[src/rtl/cfg_io_pkg.sv]
package cfg_io_pkg;
  localparam int unsigned OFS_W = 3;
  typedef enum logic [OFS_W-1:0] {
    OFS_SRC  = 3'd0,
    OFS_DIR  = 3'd1,
    OFS_DRV  = 3'd2,
    OFS_DOUT = 3'd3,
    OFS_PIN  = 3'd4
  } ofs_e;
endpackage

[src/rtl/cfg_io_regs.sv]
module cfg_io_regs #(
  parameter int unsigned DATA_W   = 8,
  parameter int unsigned NUM_PINS = 8,
  parameter bit          HAS_CTRL = 1'b1,
  parameter int unsigned DIR_BITS = NUM_PINS
) (
  input  logic                  clk_i,
  input  logic                  rst_ni,
  input  logic                  wr_en_i,
  input  cfg_io_pkg::ofs_e      ofs_i,
  input  logic [DATA_W-1:0]     wdata_i,
  output logic [NUM_PINS-1:0]   src_o,
  output logic [NUM_PINS-1:0]   dir_o,
  output logic [NUM_PINS-1:0]   drv_o,
  output logic [NUM_PINS-1:0]   dout_o
);
  import cfg_io_pkg::*;

  function automatic logic [NUM_PINS-1:0] low_mask(int unsigned n);
    logic [NUM_PINS-1:0] m;
    m = '0;
    for (int unsigned i = 0; i < NUM_PINS; i++) if (i < n) m[i] = 1'b1;
    return m;
  endfunction

  localparam logic [NUM_PINS-1:0] SRC_MASK = HAS_CTRL ? '1 : '0;
  localparam logic [NUM_PINS-1:0] DIR_MASK = low_mask(DIR_BITS);

  logic [NUM_PINS-1:0] wbits;
  assign wbits = wdata_i[NUM_PINS-1:0];

  always_ff @(posedge clk_i or negedge rst_ni) begin
    if (!rst_ni) begin
      src_o  <= '0;
      dir_o  <= '0;
      drv_o  <= '0;
      dout_o <= '0;
    end else if (wr_en_i) begin
      case (ofs_i)
        OFS_SRC:  src_o  <= wbits & SRC_MASK;
        OFS_DIR:  dir_o  <= wbits & DIR_MASK;
        OFS_DRV:  drv_o  <= wbits;
        OFS_DOUT: dout_o <= wbits;
        default: ;
      endcase
    end
  end
endmodule

[src/rtl/cfg_io_sync.sv]
module cfg_io_sync #(
  parameter int unsigned W = 8
) (
  input  logic         clk_i,
  input  logic         rst_ni,
  input  logic [W-1:0] d_i,
  output logic [W-1:0] q_o
);
  logic [W-1:0] meta_q;

  always_ff @(posedge clk_i or negedge rst_ni) begin
    if (!rst_ni) begin
      meta_q <= '0;
      q_o    <= '0;
    end else begin
      meta_q <= d_i;
      q_o    <= meta_q;
    end
  end
endmodule

[src/rtl/cfg_io_pin.sv]
module cfg_io_pin #(
  parameter bit HAS_OVR = 1'b1
) (
  input  logic src_i,
  input  logic dir_i,
  input  logic drv_i,
  input  logic dout_i,
  input  logic addr_bit_i,
  input  logic ext_oe_i,
  output logic pad_out_o,
  output logic pad_oe_o,
  output logic open_drain_o
);
  logic val, ovr, en;

  assign val          = src_i ? addr_bit_i : dout_i;
  assign ovr          = HAS_OVR ? ext_oe_i : 1'b0;
  assign en           = ovr | dir_i;
  // open drain: never drive high, release instead
  assign pad_out_o    = drv_i ? 1'b0 : val;
  assign pad_oe_o     = en & (~drv_i | ~val);
  assign open_drain_o = drv_i;
endmodule

[src/rtl/cfg_io_port.sv]
module cfg_io_port #(
  parameter int unsigned          ADDR_W     = 8,
  parameter int unsigned          DATA_W     = 8,
  parameter int unsigned          NUM_PINS   = 8,
  parameter logic [ADDR_W-1:0]    BASE       = 8'h40,
  parameter bit                   HAS_CTRL   = 1'b1,
  parameter bit                   HAS_OE_OVR = 1'b1,
  parameter int unsigned          DIR_BITS   = NUM_PINS
) (
  input  logic                  clk_i,
  input  logic                  rst_ni,
  input  logic [ADDR_W-1:0]     addr_i,
  input  logic                  wr_i,
  input  logic                  rd_i,
  input  logic [DATA_W-1:0]     wdata_i,
  output logic [DATA_W-1:0]     rdata_o,
  input  logic [NUM_PINS-1:0]   addr_bit_i,
  input  logic [NUM_PINS-1:0]   ext_oe_i,
  input  logic [NUM_PINS-1:0]   pin_i,
  output logic [NUM_PINS-1:0]   pad_out_o,
  output logic [NUM_PINS-1:0]   pad_oe_o,
  output logic [NUM_PINS-1:0]   open_drain_o
);
  import cfg_io_pkg::*;

  localparam int unsigned HI_W = ADDR_W - OFS_W;

  logic                cs;
  ofs_e                ofs;
  logic [NUM_PINS-1:0] src_q, dir_q, drv_q, dout_q, pin_s;

  assign cs  = addr_i[ADDR_W-1:OFS_W] == BASE[ADDR_W-1:OFS_W];
  assign ofs = ofs_e'(addr_i[OFS_W-1:0]);

  cfg_io_regs #(
    .DATA_W(DATA_W), .NUM_PINS(NUM_PINS), .HAS_CTRL(HAS_CTRL), .DIR_BITS(DIR_BITS)
  ) u_regs (
    .clk_i   (clk_i),
    .rst_ni  (rst_ni),
    .wr_en_i (wr_i & cs),
    .ofs_i   (ofs),
    .wdata_i (wdata_i),
    .src_o   (src_q),
    .dir_o   (dir_q),
    .drv_o   (drv_q),
    .dout_o  (dout_q)
  );

  cfg_io_sync #(.W(NUM_PINS)) u_sync (
    .clk_i  (clk_i),
    .rst_ni (rst_ni),
    .d_i    (pin_i),
    .q_o    (pin_s)
  );

  for (genvar g = 0; g < NUM_PINS; g++) begin : g_pin
    cfg_io_pin #(.HAS_OVR(HAS_OE_OVR)) u_pin (
      .src_i        (src_q[g]),
      .dir_i        (dir_q[g]),
      .drv_i        (drv_q[g]),
      .dout_i       (dout_q[g]),
      .addr_bit_i   (addr_bit_i[g]),
      .ext_oe_i     (ext_oe_i[g]),
      .pad_out_o    (pad_out_o[g]),
      .pad_oe_o     (pad_oe_o[g]),
      .open_drain_o (open_drain_o[g])
    );
  end

  always_comb begin
    rdata_o = '0;
    if (rd_i && cs) begin
      case (ofs)
        OFS_SRC:  rdata_o[NUM_PINS-1:0] = src_q;
        OFS_DIR:  rdata_o[NUM_PINS-1:0] = dir_q;
        OFS_DRV:  rdata_o[NUM_PINS-1:0] = drv_q;
        OFS_DOUT: rdata_o[NUM_PINS-1:0] = dout_q;
        OFS_PIN:  rdata_o[NUM_PINS-1:0] = pin_s;
        default:  rdata_o = '0;
      endcase
    end
  end

  logic unused_hi;
  assign unused_hi = ^HI_W;
endmodule

[config.mk]
export PLATFORM = sky130hd
export DESIGN_NAME = cfg_io_port
export DESIGN_NICKNAME = d
export VERILOG_FILES = /design/src/rtl/cfg_io_pkg.sv /design/src/rtl/cfg_io_regs.sv /design/src/rtl/cfg_io_sync.sv /design/src/rtl/cfg_io_pin.sv /design/src/rtl/cfg_io_port.sv
export SDC_FILE = /design/constraint.sdc
export NUM_CORES = 1
export LEC_CHECK = 0
export ABC_AREA = 1
export CORE_AREA = 8 8 96 89
export DETAILED_ROUTE_END_ITERATION = 8
export DIE_AREA = 0 0 104 97
export HOLD_SLACK_MARGIN = 0.03
export PLACE_DENSITY = 0.78
export SLEW_MARGIN = 40
export SYNTH_ARGS = -nofsm -noshare
export SYNTH_HDL_FRONTEND = slang
export SYNTH_SLANG_ARGS = --single-unit
export TNS_END_PERCENT = 50
[constraint.sdc]
create_clock -name clk_i -period 1.7 [get_ports clk_i]
set_input_delay 0.425 -clock clk_i [delete_from_list [all_inputs] [get_ports clk_i]]
set_output_delay 0.425 -clock clk_i [all_outputs]
set_load 0.05 [all_outputs]
==> results.json, run 1 <==
{
  "fraction_of_the_yosys_area_taken_by_sequential_cells_pct": 44.69,
  "routed_metal_1_wirelength_um": 3320,
  "synth-warning-count": 0,
  "cts.hold.buffers_added": 0,
  "p_clk_share_pct": 30.3,
  "grt_pass1_wl_um": 13900,
  "num-fill-cells": 546,
  "antennaDiodeCount": 0,
  "area_fraction_of_the_dominant_cell_type_after_synthesis_pct": 44.69,
  "most_instantiated_flip_flop_cell_in_the_synthesis_netlist": "dfrtp_1",
  "fin_skew_ns": 0.003375,
  "cts-buffers-inserted": 5,
  "number_of_distinct_library_cells_after_synthesis": 22,
  "ir_worst_vdd_mv": 0.3309,
  "grt_start_max_net_pins": 30,
  "syn-num-nets": 376,
  "nets": 464,
  "die-height_um": 97,
  "slew_violations": 0,
  "synth_area_mm2": 0.002688,
  "place_congestion": 0.8868,
  "internal_power_mw": 1.998,
  "max-slew-margin-rel_pct": 71.53,
  "final_layout_size_suffix_gt1_share_pct": 42.76,
  "gr-total-overflow": 0,
  "finalSetupViolations": 22,
  "post_drt_wl_per_cell_um": 17.55,
  "cts.reportedPaths.clkPinSlew_ns": 0.10,
  "die_w_um": 104,
  "grt_setup_unrepaired": "true",
  "synth_enable_flop_cells": 0,
  "p_total_mw": 2.899,
  "detail_route.wirelength_um": 9019,
  "placement.io_buffers": 75,
  "synth.area.top_cells": "dfrtp_1, nand2_1, nand4_1, buf_4, nand3_1",
  "result_of_the_run": "complete, but fails checks",
  "placeableCoreArea_mm2": 0.006894,
  "h-tree-depth": 2,
  "swShare_pct": 31.07,
  "wl_met3_um": 799,
  "critical_path.startpoint_type": "input pin",
  "clock_tree_from_tritoncts": "yes",
  "start_util_pct": 38.98,
  "slew_at_the_pin_closest_to_its_max_slew_limit_ns": 0.4270,
  "library_cell_used_as_clock_root_buffer": "clkbuf_8",
  "synth_common_cells": "nand2_1, dfrtp_1, nand4_1, nor2_1, nand3_1",
  "grt_use_total_pct": 16.81,
  "min_delay_path_class": "input pin to asynchronous set/reset pin",
  "drt_pass1_iterations": 5,
  "power_density_mw_per_mm2": 651.7,
  "synth-async-reset-ratio_pct": 100.0,
  "wl_met2_um": 4591,
  "worst-endpoint-required_ns": 1.27,
  "crit_fanout": 7,
  "pwr-share-comb_pct": 26.2,
  "antenna_violating_nets_post_route": 0,
  "topRoutingLayerUsed": "met4",
  "io_pins": 76,
  "finalHoldViolations": 0,
  "cts_max_path_buffers": 2,
  "fmaxAchievable_mhz": 540.4,
  "maxCapViolCount": 0,
  "worstSetupPathType": "input pin to primary output",
  "remaining_drc_errors": 0,
  "via_count_of_the_first_global_routing_pass": 2832,
  "switching_power_mw": 0.9007,
  "clkLatencyLatePin_ns": 0.31,
  "seqPwrFrac_pct": 43.5,
  "drt_iter0_drc": 252,
  "violations": "negative setup slack",
  "worst-endpoint-arrival_ns": 1.43,
  "detailroute.via_count": 2764,
  "post-synth-top-area-cell": "dfrtp_1",
  "layout-area-overhead-vs-synth_pct": 65.50,
  "drt-vias-per-instance": 5.377,
  "synth.ff_latch_count": 48,
  "clock_sink_count": 48,
  "layout.cells.non_filler": 514,
  "placementRows": 29,
  "antenna_violations_before_repair": 0,
  "fp.dieArea_mm2": 0.01009,
  "timing.critical_path.to_type": "primary output",
  "fin_ws_ns": -0.1506,
  "total_leakage_power_nw": 2.061,
  "synth_most_common_cell": "nand2_1",
  "fin_worst_hold_slack_ns": 0.03424,
  "final_period_minus_worst_setup_slack_ns": 1.851,
  "finalCritPeriodShare_pct": 108.9,
  "post-place-cells": 496,
  "synthCells": 332,
  "syn-mean-instance-area_um2": 8.095,
  "dp_hpwl_um": 6102
}
state kept, by name, summed over array words and instances (netlist names):
signal	cells
u_regs.src_o	8
u_sync.q_o	8
u_regs.dout_o	8
u_sync.meta_q	8
u_regs.drv_o	8
u_regs.dir_o	8
layout make-up:
cell class / instances / area (µm²) / share of cell area (%)
multi-input combinational: 220 / 1459 / 32.80
timing repair buffer: 119 / 1448 / 32.55
sequential: 48 / 1210 / 27.20
tap: 93 / 116.4 / 2.616
inverter: 26 / 100.1 / 2.250
clock buffer: 5 / 68.82 / 1.547
clock inverter: 3 / 46.29 / 1.041
through the flow:
step | utilization, % | instance area (µm²) | TNS (ns) | worst slack [ns]
final | 64.52 | 4448 | -1.348 | -0.1506
after global routing | 64.52 | 4448 | -2.560 | -0.1887
after CTS | 62.40 | 4302 | -1.997 | -0.2034
after detailed placement | 57.26 | 3948 | -21.10 | -0.6171
after global placement | 57.26 | 3948 | -19.15 | -0.5705
after floorplan | - | 2784 | -0.4802 | -0.06229
final timing paths:
kind                                             start                      endpoint  slack, ns  cells after the start
max                                          addr_i[1]                    rdata_o[5]      -0.15                      8
min                                             rst_ni  u_regs.dout_o[7]$_DFFE_PN0P_       0.03                      1
max reg2reg                u_regs.drv_o[5]$_DFFE_PN0P_   u_regs.drv_o[5]$_DFFE_PN0P_       0.91                      3
min reg2reg                 u_sync.meta_q[2]$_DFF_PN0_       u_sync.q_o[2]$_DFF_PN0_       0.36                      0
max in group asynchronous                       rst_ni   u_regs.drv_o[2]$_DFFE_PN0P_       1.05                      2
min in group clk_i          u_sync.meta_q[2]$_DFF_PN0_       u_sync.q_o[2]$_DFF_PN0_       0.36                      0
kinds of logic after synthesis:
logic type,synth area share (%)
AOI/OAI and AO/OA,4.655
and+or+nand+nor,36.27
buffers and inverters,14.39
DFF,44.69
critical path, stage by stage:
cell and delay [ns]:
buf_6 0.11, nor2_4 0.19, buf_12 0.17, nand3_2 0.09
nand3_2 0.10, nor2_2 0.06, nor2_4 0.13, buf_12 0.14
placed cells by master, fill, tap and decap left out, types with 7 or more instances in the layout:
cell type / Yosys / final
buf_12: 0 / 35
buf_6: 6 / 7
nand2_1: 84 / 78
nor2_2: 0 / 12
nand3_2: 4 / 24
dfrtp_1: 48 / 41
o21a_1: 8 / 8
nand4_1: 36 / 36
nor2_4: 2 / 16
dlygate4sd2_1: 0 / 10
dfrtp_2: 0 / 7
buf_4: 26 / 36
nor2_1: 34 / 8
inv_1: 23 / 20
nand3_1: 33 / 10
clkdlybuf4s50_1: 0 / 25
a21oi_2: 0 / 8
power groups by stage:
| stage | sequential (mW) | clock [mW] | combinational, mW |
|---|---|---|---|
| after global placement | 1.27 | 0 | 0.671 |
| final | 1.26 | 0.877 | 0.761 |
| after CTS | 1.26 | 0.879 | 0.734 |
| after floorplan | 1.25 | 0 | 0.359 |
| after global routing | 1.27 | 0.919 | 0.805 |
| after detailed placement | 1.27 | 0 | 0.684 |
metal layers:
layer	vias to the layer above	global-route usage, %
met2	166	29.14
li1	1255	-
met4	0	7.898
met1	1308	18.27
met3	35	5.305
met5	-	0
repair_timing:
action | in CTS | in global routing
cloned | 1 | 0
pin swaps | 45 | 29
setup endpoints to repair | 56 | 24
gates resized for setup | 87 | 45
buffers inserted | 8 | 2
(Power assumes the default switching activity.)
==> inputs of run 2 (changes only) <==
CTS_BUF_LIST = sky130_fd_sc_hd__clkbuf_4 sky130_fd_sc_hd__clkbuf_8   (was unset)
DONT_BUFFER_PORTS = 1   (was unset)
PLACE_DENSITY = 0.63   (was 0.78)
==> run 2 against run 1 <==
Against the previous run: the flow now finishes without violations; clock-buffer cell count unchanged; clock skew shrank 0.0031 ns; wire length is 16% lower; via count is 16% lower; cell area down 24%; first-iteration DRC count shrank 33%; total power shrank 8.7%; fmax up 9.2%; global-route usage fell by 2.0 points; critical endpoint is now rdata_o[3]; largest power group unchanged; highest routed layer unchanged.
==> results.json, run 2 (synthesis results as in run 1) <==
{
  "drt-vias-per-instance": 5.205,
  "critical-path-top-delay-family": "flip-flops",
  "start_util_pct": 38.98,
  "cts.reportedPaths.clkPinSlew_ns": 0.08,
  "finalCritPeriodShare_pct": 99.71,
  "die-height_um": 97,
  "antenna_violations_before_repair": 0,
  "grt_pass1_wl_um": 12070,
  "drt_pass1_iterations": 4,
  "antennaDiodeCount": 0,
  "layout_commonest_cell": "nand2_1",
  "fp.dieArea_mm2": 0.01009,
  "list_of_cells_traversed_by_the_critical_path": "nand3_1, nand3_1, nor2_2, nor2_4, buf_12",
  "grt_setup_unrepaired": "true",
  "grt_use_total_pct": 14.83,
  "worst-endpoint-arrival_ns": 1.27,
  "p_total_mw": 2.647,
  "finalSetupTns_ns": 0,
  "crit_fanout": 4,
  "post_drt_wl_per_cell_um": 16.88,
  "final_period_minus_worst_setup_slack_ns": 1.695,
  "io_pins": 76,
  "library_cell_used_as_clock_root_buffer": "clkbuf_8",
  "dp_hpwl_um": 5430,
  "clkLatencyLatePin_ns": 0.30,
  "layout-area-overhead-vs-synth_pct": 26.12,
  "max-slew-margin-rel_pct": 76.70,
  "grt_start_max_net_pins": 49,
  "critPathBufInv": 1,
  "final_cell_mix": "nand2_1, dfrtp_1, nand4_1, nand3_1, buf_4",
  "cts-buffers-inserted": 5,
  "finalSetupViolations": 0,
  "worstSetupPathType": "flip-flop to primary output",
  "num-fill-cells": 666,
  "maxCapViolCount": 0,
  "crit_path_frequent_cell": "nand3_1",
  "nets": 399,
  "min_delay_path_class": "input pin to flip-flop",
  "final_layout_size_suffix_gt1_share_pct": 30.99,
  "worst-endpoint-required_ns": 1.27,
  "place_congestion": 0.8595,
  "placeableCoreArea_mm2": 0.006894,
  "fin_skew_ns": 0.0002524,
  "cp_slowest_cell": "dfrtp_1",
  "clock_sink_count": 48,
  "finalHoldViolations": 0,
  "cts_max_path_buffers": 2,
  "antenna_violating_nets_post_route": 0,
  "total_leakage_power_nw": 1.605,
  "critical_path.startpoint_type": "flip-flop",
  "ir_worst_vdd_mv": 0.4091,
  "clock_tree_from_tritoncts": "yes",
  "drt_iter0_drc": 168,
  "die_w_um": 104,
  "remaining_drc_errors": 0,
  "placementRows": 29,
  "detailroute.via_count": 2332,
  "fmaxAchievable_mhz": 590.0,
  "detail_route.wirelength_um": 7563,
  "slew_violations": 0,
  "worst_path_largest_cell_delay_ns": 0.42,
  "final_core_utilization_pct": 49.17,
  "h-tree-depth": 2,
  "result_of_the_run": "finished clean",
  "placement.io_buffers": 0,
  "slew_at_the_pin_closest_to_its_max_slew_limit_ns": 0.3487,
  "gr-total-overflow": 0,
  "timing.critical_path.to_type": "primary output",
  "power_density_mw_per_mm2": 780.9,
  "via_count_of_the_first_global_routing_pass": 2326
}
-- run 2: cell count changes in the layout (fill, tap and decap cells not counted), moves of 4 or more --
cell	delta
buf_4	-6
nand2_4	-4
clkdlybuf4s50_1	-25
nor2_4	-5
dfrtp_2	-6
buf_6	+7
nand2_1	+4
nand3_1	+20
nand3_2	-17
nor2_2	+4
dfrtp_1	+6
buf_12	-27
dlygate4sd2_1	-10
-- run 2: per-layer routing --
| layer | global-route usage (%) | wire [µm] | share of wire, % | up-vias |
|---|---|---|---|---|
| met3 | 5.172 | 787 | 10 | 11 |
| met2 | 25.10 | 3701 | 49 | 107 |
| li1 | - | - | - | 1123 |
| met4 | 4.116 | 87 | 1.2 | 0 |
| met1 | 17.36 | 2987 | 39 | 1091 |
| met5 | 0 | 0 | 0 | - |
-- run 2: final cells by class --
type,count,area (µm²),share of cell area (%)
Tap cell,93,116.4,3.433
Clock inverter,2,60.06,1.772
Inverter,26,97.59,2.879
Sequential cell,48,1202,35.47
Multi-Input combinational cell,220,1264,37.28
Timing Repair Buffer,54,580.6,17.13
Clock buffer,5,68.82,2.030
-- run 2: final timing paths --
path,startpoint,end,slack [ns],depth (start not counted)
max,u_regs.src_o[3]$_DFFE_PN0P_,rdata_o[3],0.005,5
min,pin_i[3],u_sync.meta_q[3]$_DFF_PN0_,0.15,0
max reg2reg,u_regs.drv_o[7]$_DFFE_PN0P_,u_regs.drv_o[7]$_DFFE_PN0P_,0.87,3
min reg2reg,u_sync.meta_q[3]$_DFF_PN0_,u_sync.q_o[3]$_DFF_PN0_,0.35,0
max in group asynchronous,rst_ni,u_sync.meta_q[2]$_DFF_PN0_,0.85,2
min in group asynchronous,rst_ni,u_regs.drv_o[4]$_DFFE_PN0P_,0.61,2
-- run 2: worst register-to-register path: cells and delay by family (launching register included) --
family                 cells  cell delay (ns)
DFF                        1             0.39
and+or+nand+nor            2             0.14
buffers and inverters      1             0.20
-- run 2: repair_timing --
item                       4_1_cts  5_1_grt
pin swaps                        8        8
resized for setup               17       28
buffers inserted                 1        3
hold buffers                     2        0
hold endpoints to repair        48        0
setup endpoints to repair       16       24
-- run 2: power breakdown --
| part | internal [mW] | total [mW] | switching (mW) |
|---|---|---|---|
| clock | 0.579 | 0.948 | 0.370 |
| sequential | 1.20 | 1.24 | 0.0399 |
| combinational | 0.159 | 0.463 | 0.304 |
| total | 1.93 | 2.65 | 0.713 |
-- run 2: stage by stage --
stage	hold slack (ns)	area, µm²	setup slack, ns	cells
final	0.1491	3390	0.004974	448
after global routing	0.1251	3390	-0.07933	448
after CTS	0.1406	3271	-0.01320	445
after detailed placement	0.1316	3062	-0.01839	435
after global placement	0.1318	3062	-0.01026	435
after floorplan	0.1294	2784	-0.06229	332
==> inputs of run 3 (changes only) <==
CTS_CLUSTER_DIAMETER = 30   (was unset)
GPL_TIMING_DRIVEN = 0   (was unset)
==> run 3 against run 2 <==
Against the previous run: the flow now finishes with violations (negative setup slack); critical endpoint is now rdata_o[2]; register-to-register slack improved by 0.09 ns; sequential share of layout area fell by 0.14 points; via count rose by 6.6%; setup slack got worse by 0.16 ns; clock-buffer cell count did not move; first-iteration DRC count rose by 13%; clock power fell by 12%; cell area rose by 0.41%.
==> results.json, run 3 (synthesis results as in run 1) <==
{
  "result_of_the_run": "complete, but fails checks",
  "violations": "negative setup slack",
  "cp_slowest_cell": "nor2_4",
  "internal_power_mw": 1.809,
  "final_period_minus_worst_setup_slack_ns": 1.850,
  "grt_use_total_pct": 16.64,
  "crit_fanout": 5,
  "layout_commonest_cell": "nand2_1",
  "drt_iter0_drc": 190,
  "seqPwrFrac_pct": 47.9,
  "slew_violations": 0,
  "ir_worst_vdd_mv": 0.4188,
  "max-slew-margin-rel_pct": 60.62,
  "p_clk_share_pct": 32.2,
  "layout-area-overhead-vs-synth_pct": 26.63,
  "io_pins": 76,
  "critPathBufInv": 2,
  "finalSetupTns_ns": -1.014,
  "timing.critical_path.to_type": "primary output",
  "maxCapViolCount": 0,
  "start_util_pct": 38.98,
  "layout.cells.non_filler": 448,
  "clock_tree_from_tritoncts": "yes",
  "fin_ws_ns": -0.1502,
  "fin_skew_ns": 0.003417,
  "crit_path_frequent_cell": "nor2_4",
  "die-height_um": 97,
  "via_count_of_the_first_global_routing_pass": 2587,
  "min_delay_path_class": "input pin to flip-flop",
  "dp_hpwl_um": 5630,
  "cts_max_path_buffers": 2,
  "worst-endpoint-required_ns": 1.27,
  "power_density_mw_per_mm2": 765.0,
  "multi_input_area_mm2": 0.001355,
  "worstSetupPathType": "input pin to primary output",
  "detail_route.wirelength_um": 8389,
  "critical-path-top-delay-family": "simple AND/OR/NAND/NOR gates",
  "grt_pass1_wl_um": 13430,
  "slew_at_the_pin_closest_to_its_max_slew_limit_ns": 0.5906,
  "post_drt_wl_per_cell_um": 18.73,
  "list_of_cells_traversed_by_the_critical_path": "buf_12, nor2_4, buf_6, nand3_2, nand3_2, nor2_4, nor2_4",
  "cts-buffers-inserted": 5,
  "final_layout_size_suffix_gt1_share_pct": 34.08,
  "total_leakage_power_nw": 1.612,
  "grt_start_max_net_pins": 49,
  "cts.reportedPaths.clkPinSlew_ns": 0.09,
  "finalCritPeriodShare_pct": 108.8,
  "antenna_violations_before_repair": 0,
  "detailroute.via_count": 2486,
  "pre_cts_ws_ns": -0.2809,
  "swShare_pct": 30.54,
  "library_cell_used_as_clock_root_buffer": "clkbuf_8",
  "num-fill-cells": 683,
  "finalSetupViolations": 13,
  "final_core_utilization_pct": 49.36,
  "antennaDiodeCount": 0,
  "finalHoldViolations": 0,
  "critical_path.startpoint_type": "input pin",
  "fmaxAchievable_mhz": 540.5,
  "clkLatencyLatePin_ns": 0.31,
  "placeableCoreArea_mm2": 0.006894,
  "drt-vias-per-instance": 5.549,
  "fp.dieArea_mm2": 0.01009,
  "h-tree-depth": 2,
  "final_cell_mix": "nand2_1, dfrtp_1, nand4_1, buf_4, inv_1",
  "placementRows": 29,
  "remaining_drc_errors": 0,
  "gr-total-overflow": 0,
  "switching_power_mw": 0.7950,
  "grt_setup_unrepaired": "true",
  "ff_latch_area_mm2": 0.001202,
  "post-place-cells": 425,
  "drt_pass1_iterations": 5,
  "worst_path_largest_cell_delay_ns": 0.31,
  "nets": 398,
  "worst-endpoint-arrival_ns": 1.43,
  "antenna_violating_nets_post_route": 0,
  "pwr-share-comb_pct": 19.9,
  "place_congestion": 0.8684,
  "die_w_um": 104,
  "placement.io_buffers": 0,
  "clock_sink_count": 48
}
## run 3: cell types whose count changed in the layout (fill, tap and decap cells not counted), moves of 2 or more
cell      before  now
buf_12         8    3
buf_2          0    2
buf_4         30   23
buf_6         14   19
clkbuf_1       0    3
nand3_1       30   18
nand3_2        7   16
nand3_4        1    4
nor2_2        16   14
o21ai_1        4    2
o21ai_2        1    3
## run 3: layout make-up
cell class | instances | area share, %
Multi-Input combinational cell | 220 | 39.82
Sequential cell | 48 | 35.33
Buffer | 38 | 10.74
Timing Repair Buffer | 15 | 4.559
Tap cell | 93 | 3.419
Inverter | 26 | 2.868
Clock buffer | 5 | 2.022
Clock inverter | 3 | 1.250
## run 3: power by group through the flow
stage               registers, mW  logic, mW  clock network (mW)
floorplan                    1.25      0.359                   0
global placement             1.26      0.405                   0
detailed placement           1.26      0.409                   0
CTS                          1.24      0.482               0.853
global route                 1.26      0.556               0.905
finish                       1.25      0.518               0.838
## run 3: per-stage QoR
step	total power, mW	instance area, µm²	hold WS [ns]
3_5_place_dp	1.674	2900	0.1316
3_3_place_gp	1.667	2900	0.1318
6_report	2.604	3403	0.1353
5_1_grt	2.716	3403	0.1145
2_1_floorplan	1.608	2784	0.1294
4_1_cts	2.579	3248	0.1284
## run 3: worst paths after layout
kind / cells after the start / start / slack [ns] / endpoint
setup / recovery: 7 / addr_i[0] / -0.15 / rdata_o[2]
hold / removal: 0 / pin_i[2] / 0.14 / u_sync.meta_q[2]$_DFF_PN0_
setup reg to reg: 2 / u_regs.drv_o[6]$_DFFE_PN0P_ / 0.96 / u_regs.drv_o[6]$_DFFE_PN0P_
hold reg to reg: 0 / u_sync.meta_q[1]$_DFF_PN0_ / 0.35 / u_sync.q_o[1]$_DFF_PN0_
max in group asynchronous: 2 / rst_ni / 0.87 / u_sync.q_o[0]$_DFF_PN0_
min in group asynchronous: 2 / rst_ni / 0.61 / u_regs.dir_o[7]$_DFFE_PN0P_
## run 3: routing by layer
layer / GRT usage, % / wire length, µm / vias up
li1: - / - / 1129
met2: 26.97 / 4107 / 150
met3: 5.305 / 1010 / 25
met5: 0 / 0 / -
met4: 7.119 / 181 / 0
met1: 19.86 / 3089 / 1182
## run 3: worst register-to-register path: cells and delay by family, from the launching register on
family / cells / cell delay [ns]
flip-flops: 1 / 0.47
AND/OR/NAND/NOR: 2 / 0.16
## run 3: timing repair
item,4_1_cts,5_1_grt
buffers inserted,11,1
cloned,1,0
hold buffers,2,0
endpoints found under the setup margin,19,24
gates resized for setup,25,44
pin swaps,19,19
hold endpoints to repair,48,0
